[src/rtl/intc_pkg.sv]
package intc_pkg;

  typedef enum logic [2:0] {
    SEL_NONE  = 3'd0,
    SEL_PEND  = 3'd1,
    SEL_MASK  = 3'd2,
    SEL_EVT   = 3'd3,
    SEL_EMASK = 3'd4
  } reg_sel_e;

  // Rank of a source: a smaller value means a more urgent source.
  function automatic int rank_of(input int idx, input int mul, input int ofs, input int modv);
    return (idx * mul + ofs) % modv;
  endfunction

  function automatic int max1(input int v);
    return (v < 1) ? 1 : v;
  endfunction

endpackage

[src/rtl/intc_bus_dec.sv]
module intc_bus_dec #(
  parameter int AW            = 6,
  parameter int NUM_EVT       = 4,
  parameter int EVT_ADDR_BASE = 8,
  localparam int EIW          = intc_pkg::max1($clog2(NUM_EVT))
) (
  input  logic [AW-1:0]          addr,
  output intc_pkg::reg_sel_e     sel,
  output logic [EIW-1:0]         evt_idx
);
  import intc_pkg::*;

  localparam int EVT_ADDR_END = EVT_ADDR_BASE + 2 * NUM_EVT;

  int a;
  int off;

  always_comb begin
    a       = int'(addr);
    off     = a - EVT_ADDR_BASE;
    sel     = SEL_NONE;
    evt_idx = '0;
    if (a == 0) begin
      sel = SEL_PEND;
    end else if (a == 1) begin
      sel = SEL_MASK;
    end else if (a >= EVT_ADDR_BASE && a < EVT_ADDR_END) begin
      evt_idx = EIW'(off / 2);
      sel     = (off % 2 == 1) ? SEL_EMASK : SEL_EVT;
    end
  end

endmodule

[src/rtl/intc_evt_bank.sv]
module intc_evt_bank #(
  parameter int NUM_EVT = 4,
  parameter int EVT_W   = 8,
  parameter int DW      = 32
) (
  input  logic                     clk,
  input  logic                     rst,
  input  logic [NUM_EVT*EVT_W-1:0] evt_in,
  input  logic [NUM_EVT-1:0]       wr_evt,
  input  logic [NUM_EVT-1:0]       wr_emask,
  input  logic [DW-1:0]            wdata,
  output logic [NUM_EVT*EVT_W-1:0] evt_q,
  output logic [NUM_EVT*EVT_W-1:0] emask_q,
  output logic [NUM_EVT-1:0]       evt_any
);

  logic [EVT_W-1:0] wbits;
  assign wbits = wdata[EVT_W-1:0];

  for (genvar k = 0; k < NUM_EVT; k++) begin : g_evt
    logic [EVT_W-1:0] ev_r;
    logic [EVT_W-1:0] en_r;
    logic [EVT_W-1:0] clr;

    // A write of one clears a bit, but a new event in the same cycle keeps it set.
    assign clr = wr_evt[k] ? wbits : '0;

    always_ff @(posedge clk) begin
      if (rst) begin
        ev_r <= '0;
        en_r <= '0;
      end else begin
        ev_r <= (ev_r & ~clr) | evt_in[k*EVT_W +: EVT_W];
        if (wr_emask[k]) begin
          en_r <= wbits;
        end
      end
    end

    assign evt_q[k*EVT_W +: EVT_W]   = ev_r;
    assign emask_q[k*EVT_W +: EVT_W] = en_r;
    assign evt_any[k]                = |(ev_r & en_r);
  end

endmodule

[src/rtl/intc_pend_mask.sv]
module intc_pend_mask #(
  parameter int NUM_SRC  = 16,
  parameter int NUM_EVT  = 4,
  parameter int EVT_BASE = 8,
  parameter int DW       = 32
) (
  input  logic               clk,
  input  logic               rst,
  input  logic [NUM_SRC-1:0] src_irq,
  input  logic [NUM_EVT-1:0] evt_any,
  input  logic               wr_pend,
  input  logic               wr_mask,
  input  logic [DW-1:0]      wdata,
  output logic [NUM_SRC-1:0] pend,
  output logic [NUM_SRC-1:0] mask
);

  logic [NUM_SRC-1:0] is_evt;
  logic [NUM_SRC-1:0] evt_spread;
  logic [NUM_SRC-1:0] pend_q;
  logic [NUM_SRC-1:0] pend_d;
  logic [NUM_SRC-1:0] mask_q;
  logic [NUM_SRC-1:0] clr;

  for (genvar i = 0; i < NUM_SRC; i++) begin : g_pos
    if (i >= EVT_BASE && i < EVT_BASE + NUM_EVT) begin : g_evt_pos
      assign is_evt[i]     = 1'b1;
      assign evt_spread[i] = evt_any[i-EVT_BASE];
    end else begin : g_dir_pos
      assign is_evt[i]     = 1'b0;
      assign evt_spread[i] = 1'b0;
    end
  end

  assign clr = wr_pend ? wdata[NUM_SRC-1:0] : '0;

  // Direct bits: the source input takes priority over a clearing write.
  // Event-backed positions are never stored here.
  assign pend_d = ((pend_q & ~clr) | src_irq) & ~is_evt;

  always_ff @(posedge clk) begin
    if (rst) begin
      pend_q <= '0;
      mask_q <= '0;
    end else begin
      pend_q <= pend_d;
      if (wr_mask) begin
        mask_q <= wdata[NUM_SRC-1:0];
      end
    end
  end

  assign pend = pend_q | evt_spread;
  assign mask = mask_q;

endmodule

[src/rtl/intc_prio_sel.sv]
module intc_prio_sel #(
  parameter int NUM_SRC  = 16,
  parameter int RANK_MUL = 7,
  parameter int RANK_OFS = 3,
  parameter int RANK_MOD = 16,
  localparam int IDXW    = intc_pkg::max1($clog2(NUM_SRC)),
  localparam int RANK_W  = intc_pkg::max1($clog2(RANK_MOD))
) (
  input  logic [NUM_SRC-1:0] req,
  output logic               any,
  output logic [IDXW-1:0]    idx
);

  logic [RANK_W-1:0] rank_tab [NUM_SRC];

  for (genvar i = 0; i < NUM_SRC; i++) begin : g_rank
    assign rank_tab[i] = RANK_W'(intc_pkg::rank_of(i, RANK_MUL, RANK_OFS, RANK_MOD));
  end

  logic [RANK_W-1:0] best_rank;

  // The strict less-than keeps the lower index when two ranks are equal.
  always_comb begin
    any       = 1'b0;
    idx       = '0;
    best_rank = '0;
    for (int i = 0; i < NUM_SRC; i++) begin
      if (req[i] && (!any || rank_tab[i] < best_rank)) begin
        any       = 1'b1;
        idx       = IDXW'(i);
        best_rank = rank_tab[i];
      end
    end
  end

endmodule

[src/rtl/intc_masked_pend.sv]
module intc_masked_pend #(
  parameter int NUM_SRC       = 16,
  parameter int NUM_EVT       = 4,
  parameter int EVT_BASE      = 8,
  parameter int EVT_W         = 8,
  parameter int DW            = 32,
  parameter int AW            = 6,
  parameter int EVT_ADDR_BASE = 8,
  parameter int RANK_MUL      = 7,
  parameter int RANK_OFS      = 3,
  parameter int RANK_MOD      = 16,
  localparam int IDXW         = intc_pkg::max1($clog2(NUM_SRC)),
  localparam int EIW          = intc_pkg::max1($clog2(NUM_EVT))
) (
  input  logic                     clk,
  input  logic                     rst,
  input  logic [NUM_SRC-1:0]       src_irq,
  input  logic [NUM_EVT*EVT_W-1:0] evt_in,
  input  logic [AW-1:0]            bus_addr,
  input  logic                     bus_wr,
  input  logic                     bus_rd,
  input  logic [DW-1:0]            bus_wdata,
  output logic [DW-1:0]            bus_rdata,
  output logic                     irq_out,
  output logic [IDXW-1:0]          irq_vec
);
  import intc_pkg::*;

  reg_sel_e                 sel;
  logic [EIW-1:0]           evt_idx;
  logic [NUM_EVT-1:0]       wr_evt;
  logic [NUM_EVT-1:0]       wr_emask;
  logic [NUM_EVT-1:0]       evt_any;
  logic [NUM_EVT*EVT_W-1:0] evt_q;
  logic [NUM_EVT*EVT_W-1:0] emask_q;
  logic [NUM_SRC-1:0]       pend_w;
  logic [NUM_SRC-1:0]       mask_w;
  logic [NUM_SRC-1:0]       req;
  logic                     sel_any;
  logic [IDXW-1:0]          sel_idx;
  logic                     wr_pend;
  logic                     wr_mask;

  intc_bus_dec #(
    .AW(AW), .NUM_EVT(NUM_EVT), .EVT_ADDR_BASE(EVT_ADDR_BASE)
  ) u_dec (
    .addr(bus_addr), .sel(sel), .evt_idx(evt_idx)
  );

  assign wr_pend = bus_wr && (sel == SEL_PEND);
  assign wr_mask = bus_wr && (sel == SEL_MASK);

  for (genvar k = 0; k < NUM_EVT; k++) begin : g_wstb
    assign wr_evt[k]   = bus_wr && (sel == SEL_EVT)   && (evt_idx == EIW'(k));
    assign wr_emask[k] = bus_wr && (sel == SEL_EMASK) && (evt_idx == EIW'(k));
  end

  intc_evt_bank #(
    .NUM_EVT(NUM_EVT), .EVT_W(EVT_W), .DW(DW)
  ) u_evt (
    .clk(clk), .rst(rst), .evt_in(evt_in), .wr_evt(wr_evt),
    .wr_emask(wr_emask), .wdata(bus_wdata), .evt_q(evt_q),
    .emask_q(emask_q), .evt_any(evt_any)
  );

  intc_pend_mask #(
    .NUM_SRC(NUM_SRC), .NUM_EVT(NUM_EVT), .EVT_BASE(EVT_BASE), .DW(DW)
  ) u_pm (
    .clk(clk), .rst(rst), .src_irq(src_irq), .evt_any(evt_any),
    .wr_pend(wr_pend), .wr_mask(wr_mask), .wdata(bus_wdata),
    .pend(pend_w), .mask(mask_w)
  );

  assign req = pend_w & mask_w;

  intc_prio_sel #(
    .NUM_SRC(NUM_SRC), .RANK_MUL(RANK_MUL), .RANK_OFS(RANK_OFS), .RANK_MOD(RANK_MOD)
  ) u_sel (
    .req(req), .any(sel_any), .idx(sel_idx)
  );

  logic [DW-1:0] rdata_d;

  always_comb begin
    rdata_d = '0;
    case (sel)
      SEL_PEND:  rdata_d[NUM_SRC-1:0] = pend_w;
      SEL_MASK:  rdata_d[NUM_SRC-1:0] = mask_w;
      SEL_EVT:   rdata_d[EVT_W-1:0]   = evt_q[int'(evt_idx)*EVT_W +: EVT_W];
      SEL_EMASK: rdata_d[EVT_W-1:0]   = emask_q[int'(evt_idx)*EVT_W +: EVT_W];
      default:   rdata_d = '0;
    endcase
  end

  always_ff @(posedge clk) begin
    if (rst) begin
      bus_rdata <= '0;
      irq_out   <= 1'b0;
      irq_vec   <= '0;
    end else begin
      if (bus_rd) begin
        bus_rdata <= rdata_d;
      end
      irq_out <= sel_any;
      irq_vec <= sel_any ? sel_idx : '0;
    end
  end

endmodule

[config.mk]
export PLATFORM = sky130hd
export DESIGN_NAME = intc_masked_pend
export DESIGN_NICKNAME = d
export VERILOG_FILES = /design/src/rtl/intc_pkg.sv /design/src/rtl/intc_bus_dec.sv /design/src/rtl/intc_evt_bank.sv /design/src/rtl/intc_pend_mask.sv /design/src/rtl/intc_prio_sel.sv /design/src/rtl/intc_masked_pend.sv
export SDC_FILE = /design/constraint.sdc
export NUM_CORES = 1
export LEC_CHECK = 0
export BUFFER_PORTS_ARGS = -buffer_cell sky130_fd_sc_hd__buf_2
export CAP_MARGIN = 20
export CORE_MARGIN = 2
export CORE_UTILIZATION = 30
export DETAILED_ROUTE_END_ITERATION = 10
export SLEW_MARGIN = 40
export SYNTH_ARGS = -nofsm -noshare
export SYNTH_HDL_FRONTEND = slang
export SYNTH_SLANG_ARGS = --single-unit
[constraint.sdc]
create_clock -name clk -period 4 [get_ports clk]
set_input_delay 0.8 -clock clk [delete_from_list [all_inputs] [get_ports clk]]
set_output_delay 0.8 -clock clk [all_outputs]
set_load 0.05 [all_outputs]
---- Yosys cells after proc, flatten, opt, wreduce, memory -nomap -nowiden ----
Index checks and enable logic that the tools add are counted.
W data, S select, Z words.
cells by class
  add/subtract/negate cells ............... 2
  $lt $le $gt $ge ......................... 17
  eq/ne operators ......................... 9
  shift-type cells ........................ 2
  multiplexer cells ....................... 60
  bitwise gates (word level) .............. 23
  reduce and logical (&&, ||, !) cells .... 65
operators by type and width
  cell                   number
  $mux W4                22
  $and A8 B8 Y8          8
  $shiftx A32 B6 Y8      2
  $and A16 B16 Y16       2
  $lt A4 B4 Y1 const A   8
  $mux W8                4
  $not A8 Y8             4
  $or A8 B8 Y8           4
  $pmux W8 S4            1
  $reduce_or A8 Y1       4
  $logic_and A1 B1 Y1    28
  $mux W3                8
  $mux W1                17
  $lt A3 B4 Y1 const A   4
  $mux W16               1
  $not A16 Y16           1
  $or A16 B12 Y16        1
  $or A16 B16 Y16        1
  $pmux W8 S2            1
  $logic_not A1 Y1       15
  $logic_or A1 B1 Y1     15
  $mux W2                6
  $lt A1 B4 Y1 const A   2
  $sub A6 B4 Y7 const B  1
  other kinds (15)       18
word-level totals
  register bits after elaboration ......... 117
  input port bits ......................... 90
  output and inout bits ................... 37

---- Longest topological paths before layout ----
  depth after elaboration ................. 67
  mapped depth ............................ 12
  gate-level depth less buffers ........... 10

---- By module ----
Synthesis repeated with hierarchy kept, for this count alone.
second synthesis, totals
  cells, all modules ...................... 630
  area total of the unflattened synthesis .. 5950.7 um^2
modules (own cells, without submodules)
  module            instances  cells an instance  area an instance (um^2)  seq. area each (um^2)
  intc_evt_bank     1          223                2517.4                   1281.2
  intc_masked_pend  1          228                1854.3                   420.4
  intc_pend_mask    1          106                1094.8                   560.5
  intc_prio_sel     1          60                 382.9                    0.0
  intc_bus_dec      1          13                 101.3                    0.0

---- Worst setup path after synthesis ----
No wires, ideal clock.
  path kind ............................... input-to-reg
  start ................................... input port bus_addr[3]
  end ..................................... register u_evt.g_evt[0].en_r[7]
  library setup time ...................... 128 ps
  arrival time ............................ 2970 ps
  slack ................................... 903 ps
  stages .................................. 10
  path buffers ............................ 3
  cell sequence ........................... or3_1 nor2_1 ha_1 clkbuf_1 o21ai_0 clkbuf_1 nor2b_1 clkbuf_1 mux2i_1 nor2_1
between the ends
  longest elaborated chain between the ends .. 10
ends and longest elaborated chain
  element                         RTL line                source
  start: declaration              intc_masked_pend.sv:19  input logic [AW-1:0] bus_addr,
  $sub A6 B4 Y7                   intc_bus_dec.sv:20      off = a - EVT_ADDR_BASE;
  $and A1 B1 Y1 (no source line)  n/a
  $eq A2 B2 Y1                    intc_bus_dec.sv:29      sel = (off % 2 == 1) ? SEL_EMASK : SEL_EVT;
  $mux W3                         intc_bus_dec.sv:29
  $mux W3                         intc_bus_dec.sv:27      end else if (a >= EVT_ADDR_BASE && a < EVT_ADDR_END) begin
  $mux W3                         intc_bus_dec.sv:25      end else if (a == 1) begin
  $mux W3                         intc_bus_dec.sv:23      if (a == 0) begin
  $eq A3 B3 Y1                    intc_masked_pend.sv:55  assign wr_emask[k] = bus_wr && (sel == SEL_EMASK) && (evt_idx == EIW'(k));
  $logic_and A1 B1 Y1             intc_masked_pend.sv:55
  $logic_and A1 B1 Y1 *           intc_masked_pend.sv:55
  end signal: assignment          intc_evt_bank.sv:35     en_r <= wbits;
  end: declaration                intc_evt_bank.sv:22     logic [EVT_W-1:0] en_r;
Every way passes the cells marked *; elsewhere a longest branch is shown, timed or not.
A chain may end at the register's enable or synchronous reset.

---- Worst setup path after layout ----
  start ................................... input port bus_addr[3]
  end ..................................... register bus_rdata[1]
between the ends
  longest elaborated chain between the ends .. 9
ends and longest elaborated chain
  element                                                RTL line                 source
  branches (longest 8 deep; another with $sub A6 B4 Y7)  n/a
  $pmux W8 S4 *                                          intc_masked_pend.sv:86   case (sel)
  end signal: assignment                                 intc_masked_pend.sv:102  bus_rdata <= rdata_d;
  end: declaration                                       intc_masked_pend.sv:23   output logic [DW-1:0] bus_rdata,
Every way passes the cells marked *.

==> run summary <==
## Floorplan
• **cell row count** 49
• **Top Ports** 127
• **width of the chip** 139 um
• **floorplan die height** 139 um
• **core footprint** 17900 um^2
• **effective utilization at floorplan** 30.4%
• **Die Outline Area** 19300 um^2

## Logic synthesis
• **flip-flop and latch count after synthesis** 113
• **Synth Flop Type** dfxtp_1
• **Mapped Avg Cell Area** 8.01 um^2
• **synth warn** 0
• **share of the yosys chip area belonging to registers** 41.5%
• **combined area of all synthesized cells** 5450 um^2
• **count of distinct cell types in the synthesized netlist** 52
• **Post-synth EDFFs** 0
• **Async S/R FF share, synth** 0%
• **gate count of the mapped netlist** 680

## Outcome
• **run status** complete, no violations

## Clocking
• **Worst-path clk slew** 0.05 ns
• **CTS tree** yes
• **number of levels the H-tree was split into** 4
• **Clk Tree Root Cell** clkbuf_16
• **number of buffers added for setup after CTS** 0
• **CTS sink count** 113
• **clock latency reported for the late side of the worst-skew pair** 0.43 ns
• **Gates resized, CTS repair** 0
• **hold buffer count at cts** 0
• **clock buffers created by TritonCTS** 17
• **Max Buffers Root-to-Sink** 2

## Setup path
• **count of cells along the worst register-to-register path** 7
• **Worst setup endpoint** bus_rdata[1]$_SDFFE_PP0P_
• **worst stage delay on the critical path** 0.51 ns
• **kind of end point of the critical path** flip-flop
• **Crit path arrival time** 3.53 ns
• **reg-to-reg critical path startpoint** u_evt.g_evt[0].ev_r[2]$_SDFF_PP0_
• **critical path launch point type** primary input
• **Crit Path Class** primary input to flip-flop
• **slowest CP cell** nand3_1
• **Crit path required time** 4.29 ns
• **maximum fanout encountered on the critical timing path** 16
• **count of buffer and inverter cells on the critical path** 1
• **CP Cell Sequence** buf_2, or3_1, nor2_1, ha_1, nand3_1, o221ai_1, o21ai_0, a41oi_1, a2bb2oi_1, nor2_1
• **origin of the worst setup path** bus_addr[3]
• **kind of cell adding the most delay to the critical path** simple AND/OR/NAND/NOR gates
• **cell depth of the worst setup path** 10
• **endpoint of the lowest-slack register-to-register path** irq_vec[0]$_SDFF_PP0_
• **Worst R2R Setup Slack** 1.45 ns
• **most prevalent standard cell on the critical path** nor2_1

## STA
• **Max Transition Viols Final** 0
• **worst relative slew slack** 52.7%
• **worst slack on hold paths** 0.452 ns
• **Post-Route Skew** 0.0145 ns
• **Fin Setup TNS** 0 ns
• **Tmin final** 3.25 ns
• **final hold violation count** 0
• **Peak Freq** 308 MHz
• **Period Utilization, post-route** 81.2%
• **final count of negative-setup-slack endpoints** 0
• **RSZ-0062 raised after global routing** no
• **slew at the pin closest to its max-slew limit** 0.700 ns

## Drt
• **number of nets still failing antenna checks after routing** 0
• **drc violations** 0
• **drt via density** 5.11
• **detailed-route wire length** 17.0 mm
• **drt initial violations** 352
• **routed len/inst** 17.1 um
• **via count** 5094
• **first-pass iteration count of the detailed router** 5

## Finish
• **count of nets after finishing** 845
• **signed area change from the synthesized netlist to the final layout** 22.2%
• **Fillers** 1916
• **Finished Core Util** 37.2%
• **share of cells above drive strength 1** 18.5%
• **antenna diode instance count** 0

## Power and ir drop
• **Reg power frac** 39.3%
• **share of total power in combinational logic** 7.4%
• **total power per unit cell area** 457 nW/um^2
• **clock network power share** 53.3%
• **net switching power of the design** 0.000721 W
• **Leak Pwr** 2.78 nW
• **Internal Dissipation** 0.00232 W
• **switching part of the total power** 23.7%
• **Peak VDD IR** 0.000288 V

## GRT
• **aggregate global-route resource usage** 17.7%
• **total gr overflow** 0
• **vias in the first global route** 4727
• **first-pass GRT wire length** 26.5 mm
• **largest net degree at the start of global routing** 63
• **antenna violations before repair** 0

## Place
• **HPWL after detailed placement** 12.1 mm
• **routability cong.** 0.913
• **PortBufs** 90

## Job
• **number of violations of the max-capacitance limit** 0

## Worst hold path
• **type of the most critical hold path** flip-flop to flip-flop

## worst min-delay path by stage
stage,endpoint,from,cells past startpoint,slack [ns]
2_1_floorplan,u_pm.mask[13]$_SDFFE_PP0P_,u_pm.mask[13]$_SDFFE_PP0P_,2,0.45
3_3_place_gp,bus_rdata[15]$_SDFFE_PP0P_,bus_rdata[15]$_SDFFE_PP0P_,2,0.44
3_5_place_dp,bus_rdata[15]$_SDFFE_PP0P_,bus_rdata[15]$_SDFFE_PP0P_,2,0.45
4_1_cts,bus_rdata[15]$_SDFFE_PP0P_,bus_rdata[15]$_SDFFE_PP0P_,2,0.46
5_1_grt,bus_rdata[15]$_SDFFE_PP0P_,bus_rdata[15]$_SDFFE_PP0P_,2,0.48
6_report,bus_rdata[15]$_SDFFE_PP0P_,bus_rdata[15]$_SDFFE_PP0P_,2,0.45
## worst min-delay path, cell delays in order (launching register included)
cell	delay (ns)
dfxtp_1	0.30
nand2_1	0.05
a21oi_1	0.05
## synthesized netlist by cell type (2+ instances only)
library cell / number / area [um^2]
a21oi_1: 77 / 385
nand4_1: 2 / 12.5
clkbuf_1: 41 / 154
a22o_1: 15 / 131
o21ai_0: 17 / 85.1
a2bb2oi_1: 7 / 61.3
a22oi_1: 8 / 60.1
nor2_1: 103 / 387
a31oi_1: 5 / 31.3
nand3_1: 16 / 80.1
a211oi_1: 3 / 22.5
inv_1: 4 / 15.0
mux2i_1: 56 / 561
nor4_1: 3 / 18.8
o221ai_1: 7 / 61.3
nor3_1: 4 / 20.0
buf_4: 16 / 120
a32o_1: 2 / 20.0
o22ai_1: 8 / 50.1
mux2_2: 4 / 45.0
and3_1: 4 / 25.0
or2_2: 3 / 18.8
and4_1: 2 / 17.5
nand2_1: 121 / 454
nor2b_1: 5 / 31.3
o31a_1: 2 / 17.5
or3_1: 2 / 12.5
a41oi_1: 7 / 61.3
dfxtp_1: 113 / 2260
## registers in the layout (all words and copies together) (netlist names)
register and count:
u_pm.mask 16, u_evt.g_evt.ev_r 32, irq_out 1, irq_vec 4, u_pm.pend_q 12, u_evt.g_evt.en_r 32
bus_rdata 16
## kinds of logic (layout without fill, tap and decap cells)
logic type                 count (synthesis)  after routing  synth area share [%]
other                                      1             16                0.0688
adders and majority gates                  1              1                 0.230
muxes                                     60             60                  11.1
xor gates and xnor gates                   2              2                 0.322
buffers and inverters                     63            135                  5.47
AOI/OAI and AO/OA                        170            170                  20.6
and+or+nand+nor                          270            270                  20.7
DFF                                      113            113                  41.5
## power by group through the flow
stage | combinational [W] | clock (W) | sequential, W
2_1_floorplan | 0.000156 | 0 | 0.00121
3_3_place_gp | 0.000222 | 0 | 0.00122
3_5_place_dp | 0.000224 | 0 | 0.00122
4_1_cts | 0.000224 | 0.00164 | 0.00120
5_1_grt | 0.000244 | 0.00169 | 0.00120
6_report | 0.000224 | 0.00162 | 0.00120
## per-stage QoR
stage          instance area, um^2  std cells  setup WS (ns)  total power, W
6_report                      6660        996          0.753         0.00304
5_1_grt                       6660        996          0.642         0.00314
4_1_cts                       6660        996          0.826         0.00306
3_5_place_dp                  6030        964          0.381         0.00144
3_3_place_gp                  6030        964          0.413         0.00144
2_1_floorplan                 5500        695          0.903         0.00137
## layout make-up
cell class,instances,area (um^2),share of cell area [%]
inverters,4,15.0,0.225
well taps,229,287,4.30
repair buffers,99,520,7.82
clock buffers,22,474,7.12
multi-input cells,519,2940,44.2
clock inverters,10,156,2.35
flip-flops and latches,113,2260,34.0
## routing by layer
metal	GRT usage, %	wire length, um	up-vias
li1	-	-	2513
met1	25.2	8570	2383
met2	25.8	7200	179
met3	4.66	905	19
met4	6.43	326	0
met5	0	0	-
## cells in the final DEF, fill, tap and decap left out, types with 15 or more instances in the layout
cell	count
o21ai_0	17
nand2_1	121
a22o_1	15
nand3_1	16
conb_1	16
dfxtp_1	113
mux2i_1	56
buf_2	89
clkbuf_16	17
a21oi_1	77
nor2_1	103
Note: power is estimated with default switching activity, not from simulation.
